### src/rtl/ram_arb_pkg.sv
package ram_arb_pkg;

  typedef enum logic {
    OWN_HOST   = 1'b0,
    OWN_SERIAL = 1'b1
  } owner_e;

  typedef struct packed {
    logic ce_n;
    logic oe_n;
    logic we_n;
  } strobe_t;

  typedef struct packed {
    logic rd;
    logic wr;
  } cyc_t;

  localparam strobe_t STB_IDLE = '{ce_n: 1'b1, oe_n: 1'b1, we_n: 1'b1};

endpackage

### src/rtl/arb_owner_ctrl.sv
module arb_owner_ctrl
  import ram_arb_pkg::*;
(
  input  logic   clk,
  input  logic   rst_n,
  input  logic   ser_sel,
  output owner_e own_q,
  output logic   blank_q
);

  owner_e own_d;

  always_comb begin
    own_d = ser_sel ? OWN_SERIAL : OWN_HOST;
  end

  // A blank cycle follows every change of owner, and reset leaves one pending.
  always_ff @(posedge clk or negedge rst_n) begin
    if (!rst_n) begin
      own_q   <= OWN_HOST;
      blank_q <= 1'b1;
    end else begin
      own_q   <= own_d;
      blank_q <= (own_d != own_q);
    end
  end

endmodule

### src/rtl/arb_cycle_decode.sv
module arb_cycle_decode
  import ram_arb_pkg::*;
(
  input  strobe_t stb,
  output cyc_t    cyc,
  output strobe_t stb_eff
);

  always_comb begin
    cyc.wr = ~stb.ce_n & ~stb.we_n;
    cyc.rd = ~stb.ce_n & ~stb.oe_n & stb.we_n;
    stb_eff      = stb;
    // Output-enable carries no meaning while a write is in progress.
    stb_eff.oe_n = stb.oe_n | cyc.wr;
  end

endmodule

### src/rtl/arb_bus_mux.sv
module arb_bus_mux
  import ram_arb_pkg::*;
#(
  parameter int ADDR_W = 19,
  parameter int DATA_W = 8
) (
  input  owner_e              own,
  input  logic                blank,
  input  logic [ADDR_W-1:0]   addr_h,
  input  logic [ADDR_W-1:0]   addr_c,
  input  strobe_t             stb_h,
  input  strobe_t             stb_c,
  input  cyc_t                cyc_h,
  input  cyc_t                cyc_c,
  input  logic [DATA_W-1:0]   wdat_h,
  input  logic [DATA_W-1:0]   wdat_c,
  output logic [ADDR_W-1:0]   addr_r,
  output strobe_t             stb_r,
  output logic [DATA_W-1:0]   wdat_r,
  output logic                ram_drive,
  output logic                host_drive
);

  logic    sel_c;
  strobe_t stb_sel;
  cyc_t    cyc_sel;

  always_comb begin
    sel_c   = (own == OWN_SERIAL);
    addr_r  = sel_c ? addr_c : addr_h;
    wdat_r  = sel_c ? wdat_c : wdat_h;
    stb_sel = sel_c ? stb_c  : stb_h;
    cyc_sel = sel_c ? cyc_c  : cyc_h;
    if (blank) begin
      stb_r      = STB_IDLE;
      ram_drive  = 1'b0;
      host_drive = 1'b0;
    end else begin
      stb_r      = stb_sel;
      ram_drive  = cyc_sel.wr;
      host_drive = ~sel_c & cyc_h.rd;
    end
  end

endmodule

### src/rtl/ram_bus_arbiter.sv
module ram_bus_arbiter
  import ram_arb_pkg::*;
#(
  parameter int ADDR_W = 19,
  parameter int DATA_W = 8
) (
  input  logic              clk,
  input  logic              rst_n,
  input  logic              ser_sel,
  input  logic [ADDR_W-1:0] host_addr,
  input  logic              host_ce_n,
  input  logic              host_oe_n,
  input  logic              host_we_n,
  input  logic [DATA_W-1:0] host_dq_i,
  output logic [DATA_W-1:0] host_dq_o,
  output logic              host_dq_oe,
  input  logic [ADDR_W-1:0] cvt_addr,
  input  logic              cvt_ce_n,
  input  logic              cvt_oe_n,
  input  logic              cvt_we_n,
  input  logic [DATA_W-1:0] cvt_dq_i,
  output logic [DATA_W-1:0] cvt_dq_o,
  output logic [ADDR_W-1:0] ram_addr,
  output logic              ram_ce_n,
  output logic              ram_oe_n,
  output logic              ram_we_n,
  input  logic [DATA_W-1:0] ram_dq_i,
  output logic [DATA_W-1:0] ram_dq_o,
  output logic              ram_dq_oe
);

  localparam int NUM_MST = 2;
  localparam int MST_H   = 0;
  localparam int MST_C   = 1;

  owner_e  own_q;
  logic    blank_q;
  strobe_t stb_raw [NUM_MST];
  strobe_t stb_eff [NUM_MST];
  cyc_t    cyc     [NUM_MST];
  strobe_t stb_ram;

  always_comb begin
    stb_raw[MST_H] = '{ce_n: host_ce_n, oe_n: host_oe_n, we_n: host_we_n};
    stb_raw[MST_C] = '{ce_n: cvt_ce_n,  oe_n: cvt_oe_n,  we_n: cvt_we_n};
  end

  arb_owner_ctrl u_own (
    .clk     (clk),
    .rst_n   (rst_n),
    .ser_sel (ser_sel),
    .own_q   (own_q),
    .blank_q (blank_q)
  );

  for (genvar g = 0; g < NUM_MST; g++) begin : g_dec
    arb_cycle_decode u_dec (
      .stb     (stb_raw[g]),
      .cyc     (cyc[g]),
      .stb_eff (stb_eff[g])
    );
  end

  arb_bus_mux #(.ADDR_W(ADDR_W), .DATA_W(DATA_W)) u_mux (
    .own        (own_q),
    .blank      (blank_q),
    .addr_h     (host_addr),
    .addr_c     (cvt_addr),
    .stb_h      (stb_eff[MST_H]),
    .stb_c      (stb_eff[MST_C]),
    .cyc_h      (cyc[MST_H]),
    .cyc_c      (cyc[MST_C]),
    .wdat_h     (host_dq_i),
    .wdat_c     (cvt_dq_i),
    .addr_r     (ram_addr),
    .stb_r      (stb_ram),
    .wdat_r     (ram_dq_o),
    .ram_drive  (ram_dq_oe),
    .host_drive (host_dq_oe)
  );

  always_comb begin
    ram_ce_n  = stb_ram.ce_n;
    ram_oe_n  = stb_ram.oe_n;
    ram_we_n  = stb_ram.we_n;
    host_dq_o = ram_dq_i;
    cvt_dq_o  = ram_dq_i;
  end

endmodule

### config.mk
export PLATFORM = sky130hd
export DESIGN_NAME = ram_bus_arbiter
export DESIGN_NICKNAME = d
export VERILOG_FILES = /design/src/rtl/ram_arb_pkg.sv /design/src/rtl/arb_owner_ctrl.sv /design/src/rtl/arb_cycle_decode.sv /design/src/rtl/arb_bus_mux.sv /design/src/rtl/ram_bus_arbiter.sv
export SDC_FILE = /design/constraint.sdc
export NUM_CORES = 1
export LEC_CHECK = 0
export BUFFER_PORTS_ARGS = -buffer_cell sky130_fd_sc_hd__buf_2
export CELL_PAD_IN_SITES_DETAIL_PLACEMENT = 2
export CELL_PAD_IN_SITES_GLOBAL_PLACEMENT = 2
export CORE_MARGIN = 3
export CORE_UTILIZATION = 12
export DETAILED_ROUTE_END_ITERATION = 10
export PLACE_DENSITY = 0.79
export SYNTH_ARGS = -nofsm -noshare
export SYNTH_HDL_FRONTEND = slang
export SYNTH_SLANG_ARGS = --single-unit
### constraint.sdc
create_clock -name clk -period 1.3 [get_ports clk]
set_input_delay 0.26 -clock clk [delete_from_list [all_inputs] [get_ports clk]]
set_output_delay 0.26 -clock clk [all_outputs]
set_load 0.05 [all_outputs]
Yosys cells after proc, flatten, opt, wreduce, memory -nomap -nowiden
Index checks and enable logic that the tools add are counted.

storage, ports and cells
  bits of input ports = 71
  bits in read-only memories = 0
  memories kept = 0
  RAM bits = 0
  latch bits = 0
  logic and storage cells = 24
  output and inout bits = 48
  register bits = 2

operators by class
  bitwise logic cells = 13
  add/subtract/negate cells = 0
  shifts and indexed selects = 0
  multiplexer cells = 8
  reductions and logical operators = 0
  divide/modulo/power cells = 0
  eq/ne operators = 1
  multipliers = 0
  magnitude comparators = 0

operators by type and width
  cell                   count
  19-bit 2-to-1 mux      1
  8-bit 2-to-1 mux       1
  3-bit 2-to-1 mux       2
  1-bit inverter         6
  1-bit bitwise AND      5
  1-bit 2-to-1 mux       4
  1-bit bitwise OR       2
  1-bit inequality test  1

Logic depth before layout (Yosys ltp)
  depth in word-level cells = 5
  gate-level depth with buffers = 4
  mapped depth without buffers = 3

Modules after synthesis
Synthesis repeated with hierarchy kept, for this count alone.

second synthesis, totals
  cell total of the unflattened synthesis = 69
  area, all modules = 788.3 sq um

by module, submodules not included
  module            seq. area each (sq um)  times used  area an instance (sq um)  cells each
  arb_bus_mux       0.0                     1           530.5                     40
  ram_bus_arbiter   0.0                     1           120.1                     16
  arb_cycle_decode  0.0                     2           38.8                      5
  arb_owner_ctrl    51.3                    1           60.1                      3

Least setup slack after synthesis
OpenSTA, ideal clock, no wires.

  path kind = register to output
  from = reg u_own.own_q
  to = out host_dq_oe
  required time = 1.040 ns
  arrival time = 2.227 ns
  cell stages (with the launch flop) = 4
  setup slack = -1.187 ns
  path buffers = 1
  cell sequence = dfrtp_1 > buf_6 > nor2_1 > nor4b_1

between the ends
  longest elaborated chain between the ends = 3

ends and longest elaborated chain
  item                    RTL line               RTL
  start, declared         arb_owner_ctrl.sv:7    output owner_e own_q,
  start signal, assigned  arb_owner_ctrl.sv:23   own_q <= own_d;
  1-bit inverter          arb_bus_mux.sv:41      host_drive = ~sel_c & cyc_h.rd;
  1-bit bitwise AND       arb_bus_mux.sv:41
  1-bit 2-to-1 mux        arb_bus_mux.sv:34      if (blank) begin
  end, declared           ram_bus_arbiter.sv:16  output logic host_dq_oe,

No other way between the ends.

Final worst setup path
  from = reg u_own.own_q
  to = out ram_addr[3]

between the ends
  longest elaborated chain between the ends = 1

ends and longest elaborated chain
  item               RTL line               RTL
  19-bit 2-to-1 mux  arb_bus_mux.sv:30      addr_r = sel_c ? addr_c : addr_h;
  end, declared      ram_bus_arbiter.sv:23  output logic [ADDR_W-1:0] ram_addr,

No other way between the ends.

==> results.yml <==
status:
  status: "complete, but fails checks"
  violations: "negative setup slack"
cts:
  cts_inserted_buffers: 3
  cts-root-buf: "clkbuf_8"
  clkSinkCount: 2
  path_clk_slew_ns: 0.03
  h-tree-depth: 1
  cts.path.max_buffers: 2
  clock_latency_ns: 0.21
  cts_tree: "yes"
final_layout:
  nFillCells: 658
  syn_to_final_growth_pct: 112.5
  fin_util_pct: 27.32
  seq_area_um2: 52.55
  drive_gt1_share_pct: 95.30
  multiInputGateArea_um2: 540.5
  antenna_cells: 0
  fin_nets: 221
timing:
  setup_ws_ns: -0.3652
  drv_slew: 0
  grt_setup_unrepaired: "yes"
  worst_slew_pin_slew_ns: 0.2082
  finClkSkew_ns: 0.0003515
  fmax_mhz: 600.5
  period_needed_ns: 1.665
  hold_viol: 0
  fin_crit_sh_pct: 128.1
  relSlewSlack_pct: 86.06
  setup_viol: 32
grt:
  grtUsageMet1_pct: 9.745
  grt_pass1_vias: 996
  grt_use_met3_pct: 5.299
  grtUsageMet2_pct: 17.79
  grt_max_degree: 12
  grt_use_total_pct: 9.588
  grt-busiest-layer: "met2"
  grt_pass1_wl_um: 5347
  antenna_found_initial: 0
  grt-ovfl-total: 0
hold_path:
  hp-class: "primary input to register"
  hp-start: "ser_sel"
flow_run:
  maxCapViolations: 0
detailed_routing:
  first_iter_violations: 2
  drt-total-wl_um: 3465
  ant_nets: 0
  firstDrtPassIters: 2
  remaining_drc_errors: 0
  post_drt_wl_per_cell_um: 15.68
  via_per_inst: 3.819
  vias: 844
floorplan:
  io_pins: 119
  fp.dieH_um: 84.43
  die_x_um: 84.43
  start_util_pct: 12.85
  rows: 27
  core-area_mm2: 0.005743
  dieArea_mm2: 0.007128
synthesis:
  synth-seq-area-share_pct: 6.949
  synth-seq-cells: 2
  syn_inst: 62
  synth-edff-count: 0
  ys_warn_count: 0
  async_flop_share_pct: 100.0
  syn_nets: 133
  synth_area_per_cell_um2: 11.91
  syn_area_um2: 738.2
  yosys_most_used_dff: "dfstp_2"
  synth_cell_types: 19
critical_path:
  end_kind: "output port"
  cp-start-kind: "register"
  critical_path_class: "register to output port"
  crit_fanout: 10
  crit_required_ns: 1.04
  critPathArrivalTime_ns: 1.41
  cp-startpoint: "u_own.own_q"
  r2r_start: "u_own.own_q"
pwr:
  power.total_mw: 1.171
  vdd_ir_drop_max_v: 0.0004130
  power.leakage_nw: 0.8205
  powerDensity_mw_per_mm2: 746.1
placement:
  io_buffers: 94
  gp_congestion: 0.7829
  dp_hpwl_um: 2650
[area by class of cell]
class                   count  share of cell area (%)
clock buffers               4                   2.871
inverters                   2                  0.4785
multi-input cells          38                   34.45
flip-flops and latches      2                   3.349
well taps                  72                   5.742
repair buffers            103                   53.11
[cells in the final DEF (no fill, tap or decap), drive strengths merged]
cell	synthesis	layout
o211ai	1	1
nor2b	1	1
nor2	1	1
a21oi	1	1
dfstp	1	1
nor4b	1	1
buf	20	102
o21ai	2	2
a211oi	1	1
mux2	27	27
dlygate4sd3	0	1
a21o	1	1
a211o	1	1
xor2	1	1
dfrtp	1	1
clkbuf	0	4
inv	2	2
[what timing repair did]
| item | in CTS | in global routing |
|---|---|---|
| buffers inserted | 1 | 2 |
| gates resized for setup | 68 | 5 |
| endpoints found under the setup margin | 32 | 32 |
| cloned | 2 | 0 |
| endpoints found under the hold margin | 2 | 0 |
| hold buffers | 1 | 0 |
| pin swaps | 0 | 1 |
[synth_stat cells (2+ instances only)]
cell type	instances	area (µm²)
inv_1	2	7.510
buf_12	3	60.06
buf_4	16	120.1
mux2_4	26	390.4
[stage by stage]
step	area, µm²	setup TNS, ns	hold slack (ns)	setup slack [ns]	std cells
after floorplan	785.8	-0.4436	-0.03559	-0.2540	62
after global placement	1204	-4.084	0.05217	-0.1661	211
after detailed placement	1204	-4.881	0.04659	-0.1912	211
after CTS	1549	-11.53	0.1787	-0.3831	219
after global routing	1569	-12.01	0.1745	-0.4043	221
final	1569	-10.91	0.1811	-0.3652	221
[report_power, final]
group	total, mW	switching [mW]	internal, mW
Combinational	0.825	0.442	0.383
Clock	0.265	0.0568	0.209
Sequential	0.0805	0.00988	0.0706
[path summary, 6_finish.rpt]
path | end | slack (ns) | depth (start not counted)
min | u_own.own_q | 0.18 | 1
max | ram_addr[3] | -0.37 | 4
max in group asynchronous | u_own.blank_q | 0.73 | 2
min reg2reg | u_own.blank_q | 0.75 | 3
min in group asynchronous | u_own.own_q | 0.39 | 2
max reg2reg | u_own.blank_q | 0.34 | 3
[flip-flops by register name (all words and copies together) (netlist names)]
name and cells:
u_own.own_q 1, u_own.blank_q 1
[worst max-delay path: stages, from the launching register on]
cell and delay (ns):
dfrtp_2 0.41, buf_4 0.16, buf_16 0.15, mux2_4 0.31, buf_6 0.16
[cells by family (layout without fill, tap and decap cells)]
| logic type | after synthesis | in the layout | synth area share (%) |
|---|---|---|---|
| compound gates | 7 | 7 | 7.967 |
| mux | 27 | 27 | 54.41 |
| flops | 2 | 2 | 6.949 |
| xor+xnor | 1 | 1 | 1.187 |
| buf+inv | 22 | 109 | 26.95 |
| simple gates | 3 | 3 | 2.543 |
[routing by layer]
layer | wire [µm] | vias to the layer above
li1 | - | 377
met3 | 546 | 2
met2 | 1654 | 92
met1 | 1261 | 373
met5 | 0 | -
met4 | 2 | 0
Power figures use the tool's default switching activity.
